--- config.mk ---
export PLATFORM = sky130hd
export DESIGN_NAME = ratio_clkdiv
export DESIGN_NICKNAME = d
export VERILOG_FILES = /design/src/rtl/rcd_pkg.sv /design/src/rtl/rcd_cfg_reg.sv /design/src/rtl/rcd_counter.sv /design/src/rtl/ratio_clkdiv.sv
export SDC_FILE = /design/constraint.sdc
export NUM_CORES = 1
export LEC_CHECK = 0
export BUFFER_PORTS_ARGS = -buffer_cell sky130_fd_sc_hd__buf_4
export CORE_AREA = 4 4 83 62
export CTS_CLUSTER_SIZE = 28
export DETAILED_ROUTE_END_ITERATION = 6
export DIE_AREA = 0 0 87 66
export PLACE_DENSITY = 0.81
export SLEW_MARGIN = 20
export SYNTH_ARGS = -nofsm -noshare
export SYNTH_HDL_FRONTEND = slang
export SYNTH_SLANG_ARGS = --single-unit
--- constraint.sdc ---
create_clock -name clk -period 5.2 [get_ports clk]
set_input_delay 0.26 -clock clk [delete_from_list [all_inputs] [get_ports clk]]
set_output_delay 0.26 -clock clk [all_outputs]
set_load 0.005 [all_outputs]
--- src/rtl/rcd_pkg.sv ---
package rcd_pkg;
  typedef enum logic [1:0] {
    WR_STORE = 2'd0,
    WR_SET   = 2'd1,
    WR_CLEAR = 2'd2,
    WR_FLIP  = 2'd3
  } wr_alias_e;

  localparam int POS_GATE  = 0;
  localparam int POS_SRC   = 1;
  localparam int POS_FRAC  = 2;
  localparam int POS_BUSY  = 3;
  localparam int POS_FIELD = 4;
endpackage

--- src/rtl/rcd_cfg_reg.sv ---
module rcd_cfg_reg
  import rcd_pkg::*;
#(
  parameter int DIV_W = 6,
  localparam int REG_W = POS_FIELD + 2 * DIV_W
) (
  input  logic             clk,
  input  logic             rst_n,
  input  logic             wr_en,
  input  logic [1:0]       wr_op,
  input  logic [REG_W-1:0] wr_data,
  output logic             gate,
  output logic             src_xtal,
  output logic             frac_mode,
  output logic [DIV_W-1:0] xdiv,
  output logic [DIV_W-1:0] rdiv
);
  logic             gate_q, src_q, frac_q;
  logic [DIV_W-1:0] xdiv_q, rdiv_q;
  logic             gate_d, src_d, frac_d;
  logic [DIV_W-1:0] xdiv_d, rdiv_d;
  logic [REG_W-1:0] cur, cand;
  logic [DIV_W-1:0] x_c, r_c;

  always_comb begin
    cur = {rdiv_q, xdiv_q, 1'b0, frac_q, src_q, gate_q};
    unique case (wr_alias_e'(wr_op))
      WR_STORE: cand = wr_data;
      WR_SET:   cand = cur | wr_data;
      WR_CLEAR: cand = cur & ~wr_data;
      default:  cand = cur ^ wr_data;
    endcase
    x_c    = cand[POS_FIELD +: DIV_W];
    r_c    = cand[POS_FIELD + DIV_W +: DIV_W];
    gate_d = cand[POS_GATE];
    src_d  = cand[POS_SRC];
    frac_d = cand[POS_FRAC];
    xdiv_d = (x_c == '0) ? xdiv_q : x_c;
    rdiv_d = (r_c == '0) ? rdiv_q : r_c;
  end

  always_ff @(posedge clk or negedge rst_n) begin
    if (!rst_n) begin
      gate_q <= 1'b0;
      src_q  <= 1'b1;
      frac_q <= 1'b0;
      xdiv_q <= DIV_W'(1);
      rdiv_q <= DIV_W'(1);
    end else if (wr_en) begin
      gate_q <= gate_d;
      src_q  <= src_d;
      frac_q <= frac_d;
      xdiv_q <= xdiv_d;
      rdiv_q <= rdiv_d;
    end
  end

  assign gate      = gate_q;
  assign src_xtal  = src_q;
  assign frac_mode = frac_q;
  assign xdiv      = xdiv_q;
  assign rdiv      = rdiv_q;
endmodule

--- src/rtl/rcd_counter.sv ---
module rcd_counter #(
  parameter int DIV_W = 6
) (
  input  logic             clk,
  input  logic             rst_n,
  input  logic             sel_tick,
  input  logic             gate,
  input  logic [DIV_W-1:0] target,
  output logic             div_tick,
  output logic             busy
);
  logic [DIV_W-1:0] cnt_q, cnt_d;
  logic [DIV_W-1:0] act_q, act_d;
  logic             applied_q, applied_d;
  logic             terminal, load;

  always_comb begin
    terminal  = (cnt_q == act_q - DIV_W'(1));
    load      = sel_tick && terminal && (target != act_q);
    cnt_d     = cnt_q;
    act_d     = act_q;
    applied_d = load;
    if (sel_tick) begin
      cnt_d = terminal ? '0 : cnt_q + DIV_W'(1);
    end
    if (load) begin
      act_d = target;
    end
  end

  always_ff @(posedge clk or negedge rst_n) begin
    if (!rst_n) begin
      cnt_q     <= '0;
      act_q     <= DIV_W'(1);
      applied_q <= 1'b0;
    end else begin
      cnt_q     <= cnt_d;
      act_q     <= act_d;
      applied_q <= applied_d;
    end
  end

  assign div_tick = sel_tick && terminal && !gate;
  assign busy     = (target != act_q) || applied_q;
endmodule

--- src/rtl/ratio_clkdiv.sv ---
module ratio_clkdiv
  import rcd_pkg::*;
#(
  parameter int DIV_W = 6,
  localparam int REG_W = POS_FIELD + 2 * DIV_W
) (
  input  logic             clk,
  input  logic             rst_n,
  input  logic             xtal_tick,
  input  logic             ref_tick,
  input  logic             wr_en,
  input  logic [1:0]       wr_op,
  input  logic [REG_W-1:0] wr_data,
  output logic [REG_W-1:0] rd_data,
  output logic             div_tick
);
  logic [1:0]       rst_sync_q;
  logic             rst_n_i;
  logic             gate, src_xtal, frac_mode, busy, sel_tick;
  logic [DIV_W-1:0] xdiv, rdiv, target;

  always_ff @(posedge clk or negedge rst_n) begin
    if (!rst_n) rst_sync_q <= 2'b00;
    else        rst_sync_q <= {rst_sync_q[0], 1'b1};
  end
  assign rst_n_i = rst_sync_q[1];

  rcd_cfg_reg #(.DIV_W(DIV_W)) u_cfg (
    .clk(clk), .rst_n(rst_n_i), .wr_en(wr_en), .wr_op(wr_op), .wr_data(wr_data),
    .gate(gate), .src_xtal(src_xtal), .frac_mode(frac_mode), .xdiv(xdiv), .rdiv(rdiv)
  );

  assign sel_tick = src_xtal ? xtal_tick : ref_tick;
  assign target   = src_xtal ? xdiv : rdiv;

  rcd_counter #(.DIV_W(DIV_W)) u_cnt (
    .clk(clk), .rst_n(rst_n_i), .sel_tick(sel_tick), .gate(gate),
    .target(target), .div_tick(div_tick), .busy(busy)
  );

  assign rd_data = {rdiv, xdiv, busy, frac_mode, src_xtal, gate};
endmodule

### After elaboration in Yosys (flattened, before gate mapping)

Cells that the tools add are included.

* register bits: 30
* input port bits: 23
* output and inout port bits: 17
* word-level logic and storage cells: 35

* add/sub/neg operators: 2
* equality and inequality tests: 4
* muxes and demuxes: 4
* bitwise operators: 6
* reduce and logical (&&, ||, !) cells: 10

Operators by type and width (count)
* one-hot mux 16 bit (3 select lines): 1
* AND 16 bit: 1
* NOT 16 bit: 1
* OR 16 bit: 1
* bitwise XOR 16 bit: 1
* zero test 6 bit: 2
* 2-to-1 mux 6 bit: 2
* adder 6 x 1 -> 6 bit, second input constant: 1
* == test 6 bit: 1
* != test 6 bit: 1
* subtractor 6 x 1 -> 6 bit, second input constant: 1
* AND reduction 2 bit: 2
* logical AND 1 bit: 3
* == test 2 x 1 -> 1 bit, second input constant: 1
* == test 2 bit, second input constant: 1
* zero test 2 bit: 1
* NOT 1 bit: 2
* zero test 1 bit: 1
* logical OR 1 bit: 1
* 2-to-1 mux 1 bit: 1

### Longest topological paths before layout

Gate-level depths: netlist of run 1.

* word-level depth: 6
* mapped depth: 8
* gate-level depth less buffers: 7

### Hierarchy

A second synthesis of run 1 with hierarchy kept.

* cells, all modules: 257
* area total of the unflattened synthesis: 2706.3 µm²

By module, submodules not included
* rcd_cfg_reg: times used 1, cells an instance 160, area an instance 1674.1 µm², sequential area each 379.1 µm²
* rcd_counter: times used 1, cells an instance 82, area an instance 832.0 µm², sequential area each 326.6 µm²
* ratio_clkdiv: times used 1, cells an instance 15, area an instance 200.2 µm², sequential area each 50.0 µm²

### Least setup slack after synthesis of run 1

No wires, ideal clock.

* path type: register to register
* from: register u_cfg.xdiv_q[0] (netlist: u_cfg.xdiv[0])
* to: register u_cfg.xdiv_q[1] (netlist: u_cfg.xdiv[1])
* library setup time: 0.067 ns
* arrival time: 2.236 ns
* data required time: 5.133 ns
* slack: 2.897 ns
* cell stages (with the launch flop): 7
* buffers on the path: 0
* period minus slack after synthesis: 2.303 ns
* cell sequence: dfstp_2 inv_1 ha_1 mux4_1 or4_4 o31ai_4 a22o_1

* longest elaborated chain between the ends: 5
* elaborated cells between the ends (all ways): 7
* classes of those cells: 1 x mux; 4 x bitwise; 2 x reduce/logical

Ends and longest elaborated chain
* from (decl): RTL line rcd_cfg_reg.sv:19 `logic [DIV_W-1:0] xdiv_q, rdiv_q;`
* from (signal assigned): RTL line rcd_cfg_reg.sv:53 `xdiv_q <= xdiv_d;`
* bitwise XOR 16 bit (tied with other cells): RTL line rcd_cfg_reg.sv:31 `default: cand = cur ^ wr_data;`
* one-hot mux 16 bit (3 select lines) *: RTL line rcd_cfg_reg.sv:27 `unique case (wr_alias_e'(wr_op))`
* zero test 6 bit *: RTL line rcd_cfg_reg.sv:38 `xdiv_d = (x_c == '0) ? xdiv_q : x_c;`
* NOT 1 bit (no line) *
* AND reduction 2 bit (no line) *

Mark *: on every way between the ends. The rest lies on a longest branch, timed or not.
A chain may end at the register's enable or synchronous reset.

### Worst setup path in the final report of run 1

* from: register u_cnt.act_q[0]
* to: output port div_tick

* longest elaborated chain between the ends: 4

Ends and longest elaborated chain
* from (decl): RTL line rcd_counter.sv:13 `logic [DIV_W-1:0] act_q, act_d;`
* from (signal assigned): RTL line rcd_counter.sv:38 `act_q <= act_d;`
* subtractor 6 x 1 -> 6 bit: RTL line rcd_counter.sv:18 `terminal = (cnt_q == act_q - DIV_W'(1));`
* == test 6 bit: RTL line rcd_counter.sv:18
* logical AND 1 bit (2 in a row): RTL line rcd_counter.sv:43 `assign div_tick = sel_tick && terminal && !gate;`
* to (decl): RTL line ratio_clkdiv.sv:15 `output logic div_tick`

Every way passes these cells.

==> metrics.md, run 1 <==
| Metric | Value |
|---|---|
| Final setup TNS | `0 ns` |
| Commonest non-fill, non-tap cell in the layout | `inv_1` |
| Leak Pwr | `between 1 and 1.5 nW` |
| Worst vdd rail ir drop | `~0.15 mV` |
| CP arrival | `approximately 2.6 ns` |
| Input/output buffers | `38` |
| Total setup violations reported at the end of the flow | `0` |
| Power density normalized to cell area | `344 mW/mm²` |
| Part of the Yosys area used for sequential elements | `0.300` |
| HPWL after detailed placement | `approximately 3700 µm` |
| R2r startpoint | `u_cfg.xdiv[0]` |
| Worst skew pair latency | `0.28 ns` |
| Final net count | `321` |
| Cell count after synthesis | `about 230` |
| Share of final-layout standard cells stronger than drive strength 1 | `0.232` |
| Number of routed nets with antenna violations | `0` |
| Synth-to-layout area growth | `13.7%` |
| Number of design-rule violations left by the first detailed-router iteration | `55` |
| YS warnings | `0` |
| Die H | `66 µm` |
| Routed wire length | `4860 µm` |
| Commonest cells after routing, fill and taps aside | `52 x inv_1, 38 x buf_4, 32 x ha_1` |
| Launching element type of the critical path | `register` |
| Total number of placement rows | `20` |
| Post-Syn Nets | `slightly below 300` |
| Clock sink count | `30` |
| Length in cells of the worst reg-to-reg path | `6` |
| Post-Route Skew | `0.00561 ns` |
| Post-synthesis async set-or-reset flop share | `1.00` |
| Internal reg-to-reg setup slack | `2.65 ns` |
| Synthesized flop and latch total | `30` |
| Drt pass-1 iters | `4` |
| Die boundary width | `87 µm` |
| Endpoint kind of the worst setup timing path | `output pin` |
| Relative slew margins | `0.333` |
| Clock-pin slew reported for the worst setup and hold paths after clock tree synthesis | `about 0.060 ns` |
| # Max-Cap Violations | `0` |
| Clock tree root driver cell | `clkbuf_8` |
| Maximum clock rate | `0.356 GHz` |
| Via count of the first global-routing pass | `1799` |
| TritonCTS clock tree | `yes` |
| Number of enable flip-flop cells after synthesis | `0` |
| Largest net degree at the start of global routing | `29` |
| Final hold violation count | `0` |
| Aggregate global-route resource usage | `0.189` |
| Clk buf depth | `2` |
| Hold WC Path Type | `register to asynchronous set/reset pin` |
| Worst path max stage delay | `roughly 0.58 ns` |
| Critical path's slowest cell | `dfstp_2` |
| Routability congestion estimate from global placement | `0.797` |
| Transition at the pin with the smallest max-transition slack | `around 1 ns` |
| Setup repair after global routing missed its margin | `no` |
| Data required time at the worst endpoint | `4.94 ns` |
| Total power draw | `between 0.9 and 1 mW` |
| Placeable core area | `0.00428 mm²` |
| Top flip-flop cell by instance count after synthesis | `dfrtp_1` |
| Wire length of the first global-routing pass | `8220 µm` |
| H-tree depth | `2` |
| Minimum clock period | `between 2 and 3 ns` |
| Count of vias placed by the detailed router | `1775` |
| Detailed-route vias per instance | `5.51` |
| Largest fanout of any net on the critical path | `9` |
| Area of the die | `0.00574 mm²` |
| Cell variety after synth | `35` |
| FF-to-FF End | `u_cfg.xdiv[1]` |
| Number of primary I/O pins | `40` |
| Remaining Overflow, GRT | `0` |
| Final slew viol count | `0` |
| Effective utilization at floorplan | `0.589` |
| Number of buffers inserted to repair setup after CTS | `0` |
| Result of the run | `finished clean` |
| Inserted Clock Buffers | `5` |
| Routed len/inst | `15.1 µm` |
| Critical setup path kind | `register to output pin` |
| Post-Synthesis Mean Instance Area | `around 11 µm²` |
| Period utilisation layout | `0.541` |
| Number of antenna violations at the first check in global routing | `0` |
| Cell chain of the critical path | `inv_1, ha_1, xor2_1, nand3_1, nor4_4, nand2b_1, nor2_1, buf_4` |
| Netlist area before placement | `0.00252 mm²` |
| DRC violation count after routing | `0` |
| Number of inserted diodes | `0` |
## through the flow
| stage | cells | hold slack, ns | setup WS, ns | cell area, µm² | util |
|---|---|---|---|---|---|
| 6_report | 322 | 0.283 | 2.39 | 2870 | 0.670 |
| 5_1_grt | 322 | 0.325 | 2.20 | 2870 | 0.670 |
| 4_1_cts | 322 | 0.283 | 2.37 | 2870 | 0.670 |
| 3_5_place_dp | 313 | 0.0450 | 2.67 | 2780 | 0.649 |
| 3_3_place_gp | 313 | 0.0426 | 2.70 | 2780 | 0.649 |
| 2_1_floorplan | 234 | -0.0356 | 2.90 | 2520 | - |
## routing by layer
layer  track usage  vias up  part of all wire
li1              -      858                 -
met3        0.0411        7             0.057
met1         0.235      864              0.45
met4        0.0661        0             0.015
met2         0.324       46              0.48
met5             0        -                 0
## state kept, by name, indices dropped and copies added (netlist names)
signal           count
rst_sync_q           2
u_cfg.frac_mode      1
u_cfg.gate           1
u_cfg.rdiv           6
u_cfg.src_xtal       1
u_cfg.xdiv           6
u_cnt.act_q          6
u_cnt.applied_q      1
u_cnt.cnt_q          6
## area by class of cell
type / instances / area (µm²)
Multi-Input combinational cell: 138 / 1470
Fill cell: 333 / 1410
Inverter: 52 / 195
Timing Repair Buffer: 39 / 295
Tap cell: 55 / 68.8
Clock inverter: 2 / 10.0
Clock buffer: 6 / 72.6
Sequential cell: 30 / 757
## how the worst max path moves through the flow
stage	to	cells past startpoint	slack [ns]	from
3_5_place_dp	u_cfg.xdiv[1]	6	2.67	u_cfg.xdiv[0]
4_1_cts	div_tick	8	2.37	u_cnt.act_q[0]
3_3_place_gp	u_cfg.xdiv[2]	6	2.70	u_cfg.xdiv[0]
5_1_grt	div_tick	8	2.20	u_cnt.act_q[0]
6_report	div_tick	8	2.39	u_cnt.act_q[0]
2_1_floorplan	u_cfg.xdiv[1]	6	2.90	u_cfg.xdiv[0]
## power by group
group          total, mW  switching [mW]  internal (mW)
registers          0.399          0.0978          0.302
clock network      0.176          0.0837         0.0924
logic              0.412           0.195          0.217
total              0.988           0.377          0.611
## Yosys cell counts (5+ instances only)
cell      count  area [µm²]
a22o_1       12         105
clkbuf_1      5        18.8
dfrtp_1      26         651
ha_1         32         400
inv_1        52         195
mux2i_1      14         140
mux4_1        9         236
mux4_2        6         135
nand2_1       9        33.8
nand3_1       5        25.0
o21ai_0       7        35.0
xnor2_1       8        70.1
xor2_1        6        52.6
## worst max-delay path: cells and delay by family (launching register included)
kind	cells	cell delay, ns
AND/OR/NAND/NOR	4	1.01
flip-flops	1	0.58
adder cells (fa/ha/maj)	1	0.30
buffers and inverters	2	0.21
XOR/XNOR	1	0.15
## cells by family after synthesis
| kind of cell | after synthesis | synth area share |
|---|---|---|
| buffers and inverters | 66 | 0.118 |
| AND/OR/NAND/NOR | 33 | 0.0764 |
| adder cells (fa/ha/maj) | 32 | 0.159 |
| flip-flops | 30 | 0.300 |
| AO/OA/AOI/OAI | 29 | 0.0947 |
| multiplexers | 29 | 0.203 |
| XOR/XNOR | 14 | 0.0486 |
| other | 1 | 0.00149 |
## what timing repair did
item,in CTS,in global routing
resized for setup,0,0
hold buffers,1,0
endpoints found under the hold margin,2,0
No activity file was read; power rests on OpenSTA's default activity.
==> run 2: changes to the inputs <==
CORE_AREA = 4 4 85 63   (was 4 4 83 62)
DIE_AREA = 0 0 89 67   (was 0 0 87 66)
PLACE_DENSITY = 0.79   (was 0.81)
clock period = 2.9 ns   (was 5.2 ns; I/O delays follow)
==> run 2 against run 1 <==
Combinational power up 82%. Sequential power is 79% higher. Sequential share of layout area fell by 0.31 points. Clock skew is 0.0011 ns lower. Global-route usage fell by 0.30 points. Clock power up 96%. Wire length decreased by 0.72%. Count of clock-buffer cells in the layout rose by 1. Critical endpoint is now u_cfg.rdiv[5]. Largest cell class unchanged. Highest routed layer unchanged.
==> metrics.md, run 2 (synthesized netlist as in run 1, its figures left out) <==
| Metric | Value |
|---|---|
| Clock sink count | `30 (unchanged)` |
| Count of vias placed by the detailed router | `1770 (-0.28%)` |
| Maximum clock rate | `0.403 GHz` |
| Post-layout instance area | `0.00290 mm² (+1.2%)` |
| Commonest non-fill, non-tap cell in the layout | `inv_1` |
| Period utilisation layout | `0.856` |
| Worst skew pair latency | `0.28 ns (about the same)` |
| Hold WC Path Type | `input pin to asynchronous set/reset pin` |
| Via count of the first global-routing pass | `1808 (+0.50%)` |
| # Max-Cap Violations | `0 (unchanged)` |
| Relative slew margins | `0.594 (+0.262)` |
| Endpoint kind of the worst setup timing path | `register` |
| Effective utilization at floorplan | `0.549 (-0.0409)` |
| Post-placement cell count | `318 (+1.6%)` |
| Final slew viol count | `0 (unchanged)` |
| Internal reg-to-reg setup slack | `0.42 ns (-2.23 ns)` |
| Leak Pwr | `1.52 nW (+1.2%)` |
| Routability congestion estimate from global placement | `0.771 (-3.2%)` |
| Placed instance area | `0.00280 mm² (+0.90%)` |
| Drt pass-1 iters | `4 (unchanged)` |
| Power density normalized to cell area | `623 mW/mm² (+81%)` |
| Timing endpoint of the critical path | `u_cfg.rdiv[5]` |
| Hold buffer count at CTS | `1 (unchanged)` |
| Result of the run | `finished clean` |
| Commonest cells after routing, fill and taps aside | `52 x inv_1, 41 x buf_4, 32 x ha_1` |
| DRC violation count after routing | `0 (unchanged)` |
| Number of routed nets with antenna violations | `0 (unchanged)` |
| Worst hold-check slack | `0.175 ns (-0.108 ns)` |
| Length in cells of the worst reg-to-reg path | `6 (unchanged)` |
| R2r startpoint | `u_cfg.rdiv[0]` |
| Inserted Clock Buffers | `5 (unchanged)` |
| H-tree depth | `2 (unchanged)` |
| Worst vdd rail ir drop | `0.293 mV (+94%)` |
| Area of the die | `0.00596 mm² (+3.8%)` |
| Aggregate global-route resource usage | `0.186 (-0.00301)` |
| FF-to-FF End | `u_cfg.rdiv[5]` |
| Largest net degree at the start of global routing | `29 (unchanged)` |
| Input/output buffers | `38 (unchanged)` |
| Minimum clock period | `2.48 ns` |
| Routed len/inst | `14.8 µm (-2.2%)` |
| Number of buffers inserted to repair setup after CTS | `0 (unchanged)` |
| CP arrival | `2.71 ns (+0.16 ns)` |
| Total setup violations reported at the end of the flow | `0 (unchanged)` |
| Largest fanout of any net on the critical path | `6 (-3)` |
| HPWL after detailed placement | `3740 µm (about the same)` |
| Placeable core area | `0.00460 mm² (+7.5%)` |
| Detailed-route vias per instance | `5.41 (-1.8%)` |
| Number of antenna violations at the first check in global routing | `0 (unchanged)` |
| Post-Route Skew | `0.00452 ns (-0.00109 ns)` |
| Data required time at the worst endpoint | `3.12 ns (-1.82 ns)` |
| Final net count | `324 (+0.93%)` |
| Die boundary width | `89 µm (+2.3%)` |
| Transition at the pin with the smallest max-transition slack | `0.608 ns (-0.365 ns)` |
| Setup repair after global routing missed its margin | `no` |
| Number of primary I/O pins | `40 (unchanged)` |
| Launching element type of the critical path | `register` |
| Total number of placement rows | `21 (+5.0%)` |
| TritonCTS clock tree | `yes` |
| Clock tree root driver cell | `clkbuf_8` |
| Start point of the critical path | `u_cfg.rdiv[0]` |
| Die H | `67 µm (+1.5%)` |
| Clk buf depth | `2 (unchanged)` |
| Final setup TNS | `0 ns (unchanged)` |
| Number of design-rule violations left by the first detailed-router iteration | `91 (+65%)` |
| Clock-pin slew reported for the worst setup and hold paths after clock tree synthesis | `0.06 ns (about the same)` |
| Routed wire length | `4820 µm (-0.72%)` |
| Final hold violation count | `0 (unchanged)` |
| Remaining Overflow, GRT | `0 (unchanged)` |
| Non-filler cells in the finished layout | `327 (+1.6%)` |
| Post-CTS sizing | `0 (unchanged)` |
| Number of inserted diodes | `0 (unchanged)` |
| Share of final-layout standard cells stronger than drive strength 1 | `0.241 (+0.00853)` |
| Critical setup path kind | `register to register` |
| Synth-to-layout area growth | `15.1%` |
| Wire length of the first global-routing pass | `8380 µm (+1.9%)` |
-- run 2: cell count changes in the layout (fill, tap and decap cells not counted) --
cell      previous run  this run
buf_4               38        41
clkinv_2             2         1
clkbuf_8             5         6
-- run 2: how the worst min path moves through the flow --
stage,startpoint,end,slack (ns)
6_report,rst_n,rst_sync_q[1],0.18
3_3_place_gp,rst_n,rst_sync_q[0],-0.07
3_5_place_dp,rst_n,rst_sync_q[0],-0.07
4_1_cts,rst_n,rst_sync_q[0],0.17
2_1_floorplan,rst_n,rst_sync_q[0],-0.15
5_1_grt,rst_n,rst_sync_q[0],0.18
-- run 2: critical path, stage by stage, from the launching register on --
cell	delay (ns)
dfstp_2	0.58
inv_1	0.05
ha_1	0.26
mux4_1	0.51
or4_4	0.51
o31ai_4	0.31
a22o_1	0.19
-- run 2: report_power, final --
part / total, mW / switching [mW] / internal, mW / leakage, nW
clock: 0.345 / 0.154 / 0.191 / 0.0482
sequential: 0.713 / 0.172 / 0.541 / 0.343
combinational: 0.750 / 0.352 / 0.398 / 1.12
total: 1.81 / 0.678 / 1.13 / 1.52
-- run 2: routing by layer --
metal	wire length, µm	GRT usage	up-vias	share of wire
met3	246	0.0383	7	0.051
li1	-	-	868	-
met1	2300	0.253	853	0.48
met5	0	0	-	0
met4	63	0.0613	0	0.013
met2	2210	0.295	42	0.46
-- run 2: stage by stage --
| step | power (mW) | utilization | setup WS (ns) |
|---|---|---|---|
| 3_3_place_gp | 1.43 | 0.609 | 0.469 |
| 4_1_cts | 1.82 | 0.631 | 0.418 |
| 2_1_floorplan | 1.25 | - | 0.597 |
| 5_1_grt | 1.97 | 0.631 | 0.258 |
| 3_5_place_dp | 1.47 | 0.609 | 0.433 |
| 6_report | 1.81 | 0.631 | 0.416 |
-- run 2: layout make-up --
| class | instances | area, µm² |
|---|---|---|
| Fill cell | 380 | 1700 |
| Tap cell | 57 | 71.3 |
| Multi-Input combinational cell | 138 | 1470 |
| Clock buffer | 7 | 86.3 |
| Timing Repair Buffer | 42 | 318 |
| Inverter | 52 | 195 |
| Clock inverter | 1 | 5.00 |
| Sequential cell | 30 | 757 |
==> run 3: changes to the inputs <==
CORE_AREA = 4 4 65 82   (was 4 4 85 63)
DIE_AREA = 0 0 69 86   (was 0 0 89 67)
PLACE_DENSITY = 0.78   (was 0.79)
==> run 3 against run 2 <==
Cell count up 0.61%. Count of clock-buffer cells in the layout fell by 2. Clock power is 18% higher. Fmax is 0.12% higher. Clock skew grew 0.0017 ns. Global-route usage shrank 1.9 points. Utilization is 0.061 points lower. Wire length is 4.7% lower. Largest cell class unchanged. Non-clock buffer count shrank 1. Setup slack better by 0.0029 ns. Register-to-register slack about the same. Cell area increased by 0.47%.
==> metrics.md, run 3 (synthesized netlist as in run 1, its figures left out) <==
| Metric | Value |
|---|---|
| Cell family with most CP delay | `flip-flops` |
| Internal power of the cells | `1.19 mW (+5.3%)` |
| Number of inserted diodes | `0 (unchanged)` |
| Number of buffers inserted to repair setup after CTS | `0 (unchanged)` |
| Remaining Overflow, GRT | `0 (unchanged)` |
| Final setup TNS | `0 ns (unchanged)` |
| Area of the multi-input gates | `0.00147 mm² (unchanged)` |
| Clock sink count | `30 (unchanged)` |
| Routability congestion estimate from global placement | `0.848 (+9.9%)` |
| Clock-pin slew reported for the worst setup and hold paths after clock tree synthesis | `0.07 ns (about the same)` |
| Largest fanout of any net on the critical path | `6 (unchanged)` |
| Critical path's slowest cell | `dfstp_2` |
| Routed len/inst | `14.0 µm (-5.2%)` |
| Minimum clock period | `2.48 ns (-0.00292 ns)` |
| Worst-case setup margin in the final layout | `0.419 ns (+0.00292 ns)` |
| Worst path max stage delay | `0.58 ns (about the same)` |
| DRC violation count after routing | `0 (unchanged)` |
| Number of routed nets with antenna violations | `0 (unchanged)` |
| Number of design-rule violations left by the first detailed-router iteration | `55 (-40%)` |
| Switching share of power | `0.360 (-0.0148)` |
| Number of primary I/O pins | `40 (unchanged)` |
| # Max-Cap Violations | `0 (unchanged)` |
| Endpoint kind of the worst setup timing path | `register` |
| Critical setup path kind | `register to register` |
| Transition at the pin with the smallest max-transition slack | `0.610 ns (+0.00204 ns)` |
| Worst vdd rail ir drop | `0.314 mV (+6.9%)` |
| Die H | `86 µm (+28%)` |
| Area of the die | `0.00593 mm² (-0.49%)` |
| Combined flip-flop and latch cell area | `757 µm² (unchanged)` |
| Drt pass-1 iters | `4 (unchanged)` |
| Final hold violation count | `0 (unchanged)` |
| Launching element type of the critical path | `register` |
| H-tree depth | `2 (unchanged)` |
| Cell chain of the critical path | `inv_1, ha_1, mux4_1, or4_4, o31ai_4, a22o_1` |
| Detailed-route vias per instance | `5.32 (-1.7%)` |
| Total power draw | `1.86 mW (+2.9%)` |
| Worst skew pair latency | `0.28 ns (about the same)` |
| TritonCTS clock tree | `yes` |
| Comb pwr share | `0.398 (-0.017)` |
| Input/output buffers | `38 (unchanged)` |
| Leak Pwr | `1.52 nW (+0.32%)` |
| Die boundary width | `69 µm (-22%)` |
| CP arrival | `2.71 ns (about the same)` |
| Effective utilization at floorplan | `0.545 (-0.00312)` |
| Number of antenna violations at the first check in global routing | `0 (unchanged)` |
| Clk buf depth | `2 (unchanged)` |
| Crit path buf inv count | `1 (unchanged)` |
| Count of vias placed by the detailed router | `1750 (-1.1%)` |
| Fillers | `384 (+1.1%)` |
| Synth-to-layout area growth | `15.6%` |
| Relative slew margins | `0.593 (-0.00136)` |
| Power density normalized to cell area | `638 mW/mm² (+2.4%)` |
| Commonest cells after routing, fill and taps aside | `52 x inv_1, 40 x buf_4, 32 x ha_1` |
| Result of the run | `finished clean` |
| Inserted Clock Buffers | `5 (unchanged)` |
| Routed wire length | `4600 µm (-4.7%)` |
| Aggregate global-route resource usage | `0.167 (-0.0191)` |
| Largest net degree at the start of global routing | `29 (unchanged)` |
| Clock tree root driver cell | `clkbuf_8` |
| Total number of placement rows | `28 (+33%)` |
| Placeable core area | `0.00462 mm² (+0.57%)` |
| Power dissipated by switching net loads | `0.670 mW (-1.2%)` |
| Hold WC Path Type | `input pin to asynchronous set/reset pin` |
| Via count of the first global-routing pass | `1814 (+0.33%)` |
| Commonest non-fill, non-tap cell in the layout | `inv_1` |
| Setup repair after global routing missed its margin | `no` |
| Total setup violations reported at the end of the flow | `0 (unchanged)` |
| Relative contribution of sequential cells to total power | `0.384 (-0.010)` |
| HPWL after detailed placement | `3560 µm (-4.9%)` |
| Share of final-layout standard cells stronger than drive strength 1 | `0.242 (+0.000895)` |
| Post-Route Skew | `0.00621 ns (+0.00169 ns)` |
| Final net count | `323 (-0.31%)` |
| Data required time at the worst endpoint | `3.13 ns (about the same)` |
| Part of the total power dissipated in the clock network | `0.218 (+0.027)` |
| Maximum clock rate | `0.403 GHz (+0.12%)` |
| Period utilisation layout | `0.855 (-0.00101)` |
| Final slew viol count | `0 (unchanged)` |
| Wire length of the first global-routing pass | `7960 µm (-5.0%)` |
| Post-placement setup slack | `0.432 ns (-0.00126 ns)` |
-- run 3: changes by cell type in the layout (fill, tap and decap cells not counted), sizes merged --
cell / delta
clkbuf: -2
buf: -1
clkinv: +1
bufinv: +1
-- run 3: area by class of cell --
class / count / area share
clock buffers: 5 / 0.0236
well taps: 60 / 0.0257
inverters: 52 / 0.0669
multi-input cells: 138 / 0.504
clock inverters: 3 / 0.0137
flip-flops and latches: 30 / 0.260
repair buffers: 41 / 0.106
-- run 3: worst paths after layout --
kind | startpoint | to | slack [ns] | depth (start not counted)
hold / removal | rst_n | rst_sync_q[0] | 0.18 | 2
max in group asynchronous | rst_sync_q[1] | u_cnt.cnt_q[0] | 2.22 | 0
setup reg to reg | u_cfg.rdiv[0] | u_cfg.rdiv[0] | 0.42 | 6
setup / recovery | u_cfg.rdiv[0] | u_cfg.rdiv[0] | 0.42 | 6
hold reg to reg | rst_sync_q[1] | u_cnt.act_q[5] | 0.28 | 0
min in group clk | wr_en | u_cfg.src_xtal | 0.21 | 3
-- run 3: metrics by stage --
step	hold WS [ns]	util	instance area [µm²]	instances
floorplan	-0.151	-	2520	234
global placement	-0.0719	0.605	2800	320
detailed placement	-0.0709	0.605	2800	320
CTS	0.173	0.631	2920	329
global route	0.179	0.631	2920	329
finish	0.181	0.631	2920	329
-- run 3: per-layer routing --
metal / vias to the layer above / wire, µm / global-route usage
li1: 858 / - / -
met1: 852 / 1880 / 0.180
met2: 30 / 2440 / 0.311
met3: 10 / 185 / 0.0399
met4: 0 / 89 / 0.0693
met5: - / 0 / 0
-- run 3: repair_timing --
item,CTS,global route
gates resized for setup,0,0
setup endpoints to repair,0,0
hold buffers,1,0
hold endpoints to repair,2,0
-- run 3: power groups by stage --
stage	registers (mW)	logic (mW)	clock network [mW]
6_report	0.714	0.739	0.406
5_1_grt	0.740	0.829	0.433
4_1_cts	0.714	0.752	0.415
3_5_place_dp	0.721	0.744	0
3_3_place_gp	0.717	0.716	0
2_1_floorplan	0.659	0.592	0
